==> src/rtl/rtcc_pkg.sv <==
package rtcc_pkg;
  localparam int NREG   = 8;
  localparam int ADDR_W = $clog2(NREG);
  localparam int I_SEC  = 0;
  localparam int I_MIN  = 1;
  localparam int I_HR   = 2;
  localparam int I_DATE = 3;
  localparam int I_MON  = 4;
  localparam int I_YR   = 5;
  localparam int I_DOW  = 6;
  localparam int I_CENT = 7;

  typedef logic [NREG-1:0][7:0] tvec_t;

  function automatic logic [7:0] bcd_inc(input logic [7:0] v);
    if (v[3:0] >= 4'd9) return {v[7:4] + 4'd1, 4'd0};
    return {v[7:4], v[3:0] + 4'd1};
  endfunction

  // BCD year is a multiple of four: even tens with 0/4/8, odd tens with 2/6
  function automatic logic leap_yr(input logic [7:0] y);
    if (y[4]) return (y[3:0] == 4'd2) || (y[3:0] == 4'd6);
    return (y[3:0] == 4'd0) || (y[3:0] == 4'd4) || (y[3:0] == 4'd8);
  endfunction

  function automatic logic [7:0] month_end(input logic [7:0] m, input logic [7:0] y);
    case (m)
      8'h02:                      return leap_yr(y) ? 8'h29 : 8'h28;
      8'h04, 8'h06, 8'h09, 8'h11: return 8'h30;
      default:                    return 8'h31;
    endcase
  endfunction

  function automatic logic [7:0] clean_byte(input logic [ADDR_W-1:0] idx, input logic [7:0] d);
    case (idx)
      ADDR_W'(I_SEC), ADDR_W'(I_MIN): return {1'b0, d[6:0]};
      ADDR_W'(I_HR):   return {d[7], 1'b0, d[5:0]};
      ADDR_W'(I_DATE): return {2'b00, d[5:0]};
      ADDR_W'(I_MON):  return {3'b000, d[4:0]};
      ADDR_W'(I_DOW):  return (d > 8'd6) ? 8'd0 : d;
      ADDR_W'(I_CENT): return (d == 8'h19) ? 8'h19 : 8'h20;
      default:         return d;
    endcase
  endfunction
endpackage

==> src/rtl/rtcc_advance.sv <==
module rtcc_advance
  import rtcc_pkg::*;
(
  input  tvec_t cur,
  output tvec_t nxt
);
  logic       c_min, c_hr, c_day, c_mon, c_yr;
  logic [7:0] inc_v;
  logic [4:0] h12;
  logic       pm;

  always_comb begin
    nxt   = cur;
    c_min = 1'b0; c_hr = 1'b0; c_day = 1'b0; c_mon = 1'b0; c_yr = 1'b0;
    inc_v = 8'd0;
    h12   = cur[I_HR][4:0];
    pm    = cur[I_HR][5];

    if (cur[I_SEC] >= 8'h59) begin nxt[I_SEC] = 8'h00; c_min = 1'b1; end
    else nxt[I_SEC] = bcd_inc(cur[I_SEC]);

    if (c_min) begin
      if (cur[I_MIN] >= 8'h59) begin nxt[I_MIN] = 8'h00; c_hr = 1'b1; end
      else nxt[I_MIN] = bcd_inc(cur[I_MIN]);
    end

    if (c_hr) begin
      if (cur[I_HR][7]) begin
        inc_v = bcd_inc({2'b00, cur[I_HR][5:0]});
        if (cur[I_HR][5:0] >= 6'h23) begin nxt[I_HR] = 8'h80; c_day = 1'b1; end
        else nxt[I_HR] = {2'b10, inc_v[5:0]};
      end else begin
        inc_v = bcd_inc({3'b000, h12});
        if (h12 == 5'h11) begin
          nxt[I_HR] = {2'b00, ~pm, 5'h12};
          c_day     = pm;
        end else if (h12 >= 5'h12) nxt[I_HR] = {2'b00, pm, 5'h01};
        else nxt[I_HR] = {2'b00, pm, inc_v[4:0]};
      end
    end

    if (c_day) begin
      nxt[I_DOW] = (cur[I_DOW] >= 8'd6) ? 8'd0 : cur[I_DOW] + 8'd1;
      if (cur[I_DATE] >= month_end(cur[I_MON], cur[I_YR])) begin
        nxt[I_DATE] = 8'h01; c_mon = 1'b1;
      end else nxt[I_DATE] = bcd_inc(cur[I_DATE]);
    end

    if (c_mon) begin
      if (cur[I_MON] >= 8'h12) begin nxt[I_MON] = 8'h01; c_yr = 1'b1; end
      else nxt[I_MON] = bcd_inc(cur[I_MON]);
    end

    if (c_yr) begin
      if (cur[I_YR] >= 8'h99) begin nxt[I_YR] = 8'h00; nxt[I_CENT] = 8'h20; end
      else nxt[I_YR] = bcd_inc(cur[I_YR]);
    end
  end
endmodule

==> src/rtl/rtcc_wrbuf.sv <==
module rtcc_wrbuf
  import rtcc_pkg::*;
(
  input  logic              clk,
  input  logic              rst_n,
  input  tvec_t             live,
  input  logic              wr_begin,
  input  logic              wr_stop,
  input  logic              wr_abort,
  input  logic              wr_valid,
  input  logic [ADDR_W-1:0] wr_addr,
  input  logic [7:0]        wr_data,
  output logic              wr_ready,
  output tvec_t             buf_q,
  output logic              commit
);
  logic open_q, dirty_q;

  assign wr_ready = open_q;
  assign commit   = open_q && dirty_q && wr_stop && !wr_abort;

  always_ff @(posedge clk or negedge rst_n) begin
    if (!rst_n) begin
      open_q  <= 1'b0;
      dirty_q <= 1'b0;
      buf_q   <= '0;
    end else if (wr_abort || wr_stop) begin
      open_q  <= 1'b0;
      dirty_q <= 1'b0;
    end else if (wr_begin) begin
      open_q  <= 1'b1;
      dirty_q <= 1'b0;
      buf_q   <= live;
    end else if (wr_valid && open_q) begin
      buf_q[wr_addr] <= clean_byte(wr_addr, wr_data);
      dirty_q        <= 1'b1;
    end
  end
endmodule

==> src/rtl/rtcc_snap.sv <==
module rtcc_snap
  import rtcc_pkg::*;
(
  input  logic              clk,
  input  logic              rst_n,
  input  tvec_t             live,
  input  logic              snap_req,
  input  logic [ADDR_W-1:0] rd_addr,
  output logic [7:0]        rd_data,
  output tvec_t             snap_q
);
  always_ff @(posedge clk or negedge rst_n) begin
    if (!rst_n)        snap_q <= '0;
    else if (snap_req) snap_q <= live;
  end

  assign rd_data = snap_q[rd_addr];
endmodule

==> src/rtl/rtcc_core.sv <==
module rtcc_core
  import rtcc_pkg::*;
#(
  parameter logic [7:0] RST_HOUR = 8'h12,
  parameter logic [7:0] RST_CENT = 8'h20
) (
  input  logic              clk,
  input  logic              rst_n,
  input  logic              tick_1hz,
  input  logic              snap_req,
  input  logic [ADDR_W-1:0] rd_addr,
  output logic [7:0]        rd_data,
  input  logic              wr_begin,
  input  logic              wr_stop,
  input  logic              wr_abort,
  input  logic              wr_valid,
  output logic              wr_ready,
  input  logic [ADDR_W-1:0] wr_addr,
  input  logic [7:0]        wr_data,
  output logic              fail_o
);
  tvec_t live_q, next_w, buf_w, snap_w;
  logic  commit_w;
  tvec_t rst_time;

  always_comb begin
    rst_time         = '0;
    rst_time[I_HR]   = RST_HOUR;
    rst_time[I_DATE] = 8'h01;
    rst_time[I_MON]  = 8'h01;
    rst_time[I_CENT] = RST_CENT;
  end

  rtcc_advance u_adv (.cur(live_q), .nxt(next_w));

  rtcc_wrbuf u_wr (
    .clk(clk), .rst_n(rst_n), .live(live_q),
    .wr_begin(wr_begin), .wr_stop(wr_stop), .wr_abort(wr_abort),
    .wr_valid(wr_valid), .wr_addr(wr_addr), .wr_data(wr_data),
    .wr_ready(wr_ready), .buf_q(buf_w), .commit(commit_w)
  );

  rtcc_snap u_snap (
    .clk(clk), .rst_n(rst_n), .live(live_q), .snap_req(snap_req),
    .rd_addr(rd_addr), .rd_data(rd_data), .snap_q(snap_w)
  );

  // commit outranks a coincident tick
  always_ff @(posedge clk or negedge rst_n) begin
    if (!rst_n) begin
      live_q <= rst_time;
      fail_o <= 1'b1;
    end else if (commit_w) begin
      live_q <= buf_w;
      fail_o <= 1'b0;
    end else if (tick_1hz && !fail_o) begin
      live_q <= next_w;
    end
  end
endmodule

==> config.mk <==
export PLATFORM = sky130hd
export DESIGN_NAME = rtcc_core
export DESIGN_NICKNAME = d
export VERILOG_FILES = /design/src/rtl/rtcc_pkg.sv /design/src/rtl/rtcc_advance.sv /design/src/rtl/rtcc_wrbuf.sv /design/src/rtl/rtcc_snap.sv /design/src/rtl/rtcc_core.sv
export SDC_FILE = /design/constraint.sdc
export NUM_CORES = 1
export LEC_CHECK = 0
export ABC_AREA = 1
export BUFFER_PORTS_ARGS = -buffer_cell sky130_fd_sc_hd__buf_4
export CELL_PAD_IN_SITES_DETAIL_PLACEMENT = 1
export CELL_PAD_IN_SITES_GLOBAL_PLACEMENT = 1
export CORE_MARGIN = 5
export CORE_UTILIZATION = 51
export DETAILED_ROUTE_END_ITERATION = 7
export GPL_TIMING_DRIVEN = 0
export PLACE_DENSITY = 0.87
export SLEW_MARGIN = 20
export SYNTH_ARGS = -nofsm -noshare
export SYNTH_HDL_FRONTEND = slang
export SYNTH_SLANG_ARGS = --single-unit
==> constraint.sdc <==
create_clock -name clk -period 4.3 [get_ports clk]
set_input_delay 0.215 -clock clk [delete_from_list [all_inputs] [get_ports clk]]
set_output_delay 0.215 -clock clk [all_outputs]
set_load 0.05 [all_outputs]
==> results.cfg <==
[critical_path]
end_kind = flop
crit_top_cell = nand2_1
cp.required_ns = 4.69
cpLargestDelayFamily = simple AND/OR/NAND/NOR gates
critical_path_class = flop to flop
cp_max_fo = 10
crit_chain = inv_1 -> ha_1 -> o21ai_0 -> o21ai_0 -> a32oi_1 -> nor2_1 -> a31oi_1 -> ha_1 -> inv_1 -> o21ai_0 -> nand2_1 -> nand2_1 -> nand3_1 -> nand3_1 -> nand2_2 -> nand2_2 -> nand2_1 -> nand2_1
cp_slowest_cell = dfstp_2
cp.arrival_ns = 3.62
slowest_delay_ns = 0.61
cp_num_buf_inv = 2
cp-start-kind = flop

[yosys]
synth_seq_cells = 195
seq_area_frac_synth_pct = 46.2
synth_edf_count = 0
synth_top_area_cell = dfrtp_1
ys_types = 47
yosys_warnings = 0
async_flop_share_pct = 100
synthesis.area_um2 = 10600
synth.avg_cell_area_um2 = 7.95
synth_cells = 1332
synthFlopType = dfrtp_1
syn_nets = 1394
synth_area_leaders = dfrtp_1 (45%), nand2_1 (11%), o21ai_0 (6.5%)
synth_top_area_share_pct = 44.7

[clocking]
cts_root_buf = clkbuf_16
cts_sinks = 195
cts-resized-gates = 0
post_cts_buffers = 0
cts_inserted_buffers = 17
clk_pin_slew_ns = 0.08
clkLatencyLatePin_ns = 0.46
cts-htree-levels = 4
cts_tree = yes
clock_path_buffers = 2

[sta]
worst_pin_slew_ns = 0.937
hold_viol_final = 0
finalSetupViolations = 0
fin_tns_setup_ns = 0
final.min_clock_period_ns = 3.23
fin_crit_sh_pct = 75.2
slew-limit-headroom_pct = 37.5
fmax_ghz = 0.309
fin_skew_ns = 0.0178
grt_setup_unrepaired = no
slew_viol_final = 0

[route]
ant_nets = 0
wl_mm = 37.1
first_pass_iters = 5
drt_iter0_markers = 697
wl_per_cell_um = 22.3
viasPerCell = 5.92
route.vias.total = 9856
post-route-drc-count = 0

[pwr]
pwr-share-seq_pct = 46.3
ir_drop_mv = 0.270
p_int_mw = 3.32
p_sw_mw = 1.80
sw_frac_of_total_pct = 35.2
p_leak_nw = 5.48
power.density_nw_per_um2 = 433
p_clk_share_pct = 32.8
combinationalPowerShare_pct = 20.9
p_total_mw = 5.12

[cells_and_area]
diodes = 0
drive_above_1_share_pct = 9.89
post-route-util_pct = 58.1
finalNetCount = 1444
mostFrequentLayoutCells = nand2_1 (324), dfrtp_1 (189), inv_1 (147), o21ai_0 (137), nor2_1 (106)
area_growth_pct = 11.7
final_common_cell = nand2_1

[global_route]
antenna_found_initial = 0
grt_max_degree = 87
grt-ovfl-total = 0
grt_pass1_wl_mm = 58.3
grt_pass1_vias = 10400
grt_util_all_layers_pct = 31.8

[floorplan]
coreArea_um2 = 20400
rows = 52
dieArea_um2 = 23700
initial_core_util_pct = 52.0
fp.dieW_um = 154
die_h_um = 154
io_pins = 32

[placement]
numPortBuffers = 28
hpwl_mm = 27.1
routabilityCongestion = 0.935

[flow_run]
cap_violations = 0

[hold_path]
hold_class = primary input to flop

[status]
status = completed
[power by group through the flow]
stage          Combinational (mW)  Sequential, mW  Clock (mW)
6_report                     1.07            2.37        1.68
4_1_cts                      1.07            2.36        1.69
5_1_grt                      1.20            2.40        1.78
2_1_floorplan               0.721            2.29           0
3_5_place_dp                 1.04            2.39           0
3_3_place_gp                0.973            2.38           0
[registers in the layout (all words and copies together), names as in the netlist]
register,flops
fail_o,1
u_wr.buf_q,64
u_snap.snap_q,64
u_wr.wr_ready,1
u_wr.dirty_q,1
live_q,64
[repair_timing]
item | in CTS | in global routing
hold buffers | 1 | 0
endpoints found under the hold margin | 48 | 0
setup endpoints to repair | 0 | 0
[final cells by class]
| type | instances | area [µm²] |
|---|---|---|
| fill | 2522 | 8540 |
| sequential | 195 | 4890 |
| multi-input combinational | 926 | 4860 |
| inverter | 153 | 574 |
| clock buffer | 18 | 429 |
| tap | 270 | 338 |
| timing repair buffer | 31 | 283 |
| buffer | 58 | 269 |
| clock inverter | 14 | 185 |
[cells by family (layout without fill, tap and decap cells)]
family / after synthesis / in the layout / share of synthesized area, %
AOI/OAI and AO/OA: 307 / 307 / 16.4
xor gates and xnor gates: 17 / 17 / 1.41
adders and majority gates: 40 / 40 / 4.73
buffers and inverters: 211 / 274 / 7.97
DFF: 195 / 195 / 46.2
muxes: 8 / 8 / 0.839
and+or+nand+nor: 554 / 554 / 22.5
[per-stage QoR]
stage,area (µm²),std cells,hold WS [ns],setup WS [ns]
5_1_grt,11800,1665,0.0570,0.814
3_5_place_dp,11200,1632,0.164,1.14
6_report,11800,1665,0.0499,1.07
4_1_cts,11800,1665,0.0394,1.12
2_1_floorplan,10600,1332,-0.0806,1.73
3_3_place_gp,11100,1630,0.453,1.20
[metal layers]
layer | part of all wire (%) | GRT usage [%] | wire, µm
met4 | 3.9 | 12.1 | 1450
met1 | 42 | 41.5 | 15700
met2 | 47 | 51.7 | 17400
met3 | 6.9 | 7.62 | 2550
met5 | 0 | 0 | 0
[final timing paths]
kind / startpoint / to / slack, ns / cells past startpoint
max: live_q[32] / live_q[43] / 1.07 / 18
min: wr_abort / u_wr.wr_ready / 0.05 / 4
max reg2reg: live_q[32] / live_q[43] / 1.07 / 18
min reg2reg: u_wr.buf_q[63] / live_q[63] / 0.47 / 2
max in group asynchronous: rst_n / live_q[32] / 2.87 / 4
min in group asynchronous: rst_n / u_wr.buf_q[59] / 0.27 / 2
[synthesized netlist by cell type, types with 3 or more instances]
library cell / count
a21oi_1: 82
a21oi_2: 5
a221oi_1: 8
a22oi_1: 5
a31oi_1: 36
buf_1: 4
buf_2: 14
buf_4: 5
clkbuf_1: 33
dfrtp_1: 189
dfstp_2: 6
ha_1: 40
inv_1: 147
inv_2: 5
mux2_2: 7
nand2_1: 324
nand2_2: 5
nand2_4: 4
nand3_1: 67
nand3b_1: 3
nand4_1: 18
nor2_1: 106
nor2_2: 6
nor3_1: 8
o21ai_0: 137
o21ai_1: 3
o22ai_1: 18
or2_2: 6
xnor2_1: 6
xor2_1: 11
[worst register-to-register path: stages, from the launching register on]
cell	delay, ns
dfstp_2	0.61
inv_1	0.15
ha_1	0.24
o21ai_0	0.15
o21ai_0	0.10
a32oi_1	0.22
nor2_1	0.07
a31oi_1	0.20
ha_1	0.17
inv_1	0.05
o21ai_0	0.13
nand2_1	0.07
nand2_1	0.10
nand3_1	0.19
nand3_1	0.17
nand2_2	0.18
nand2_2	0.19
nand2_1	0.07
nand2_1	0.10
No activity file was read; power rests on OpenSTA's default activity.
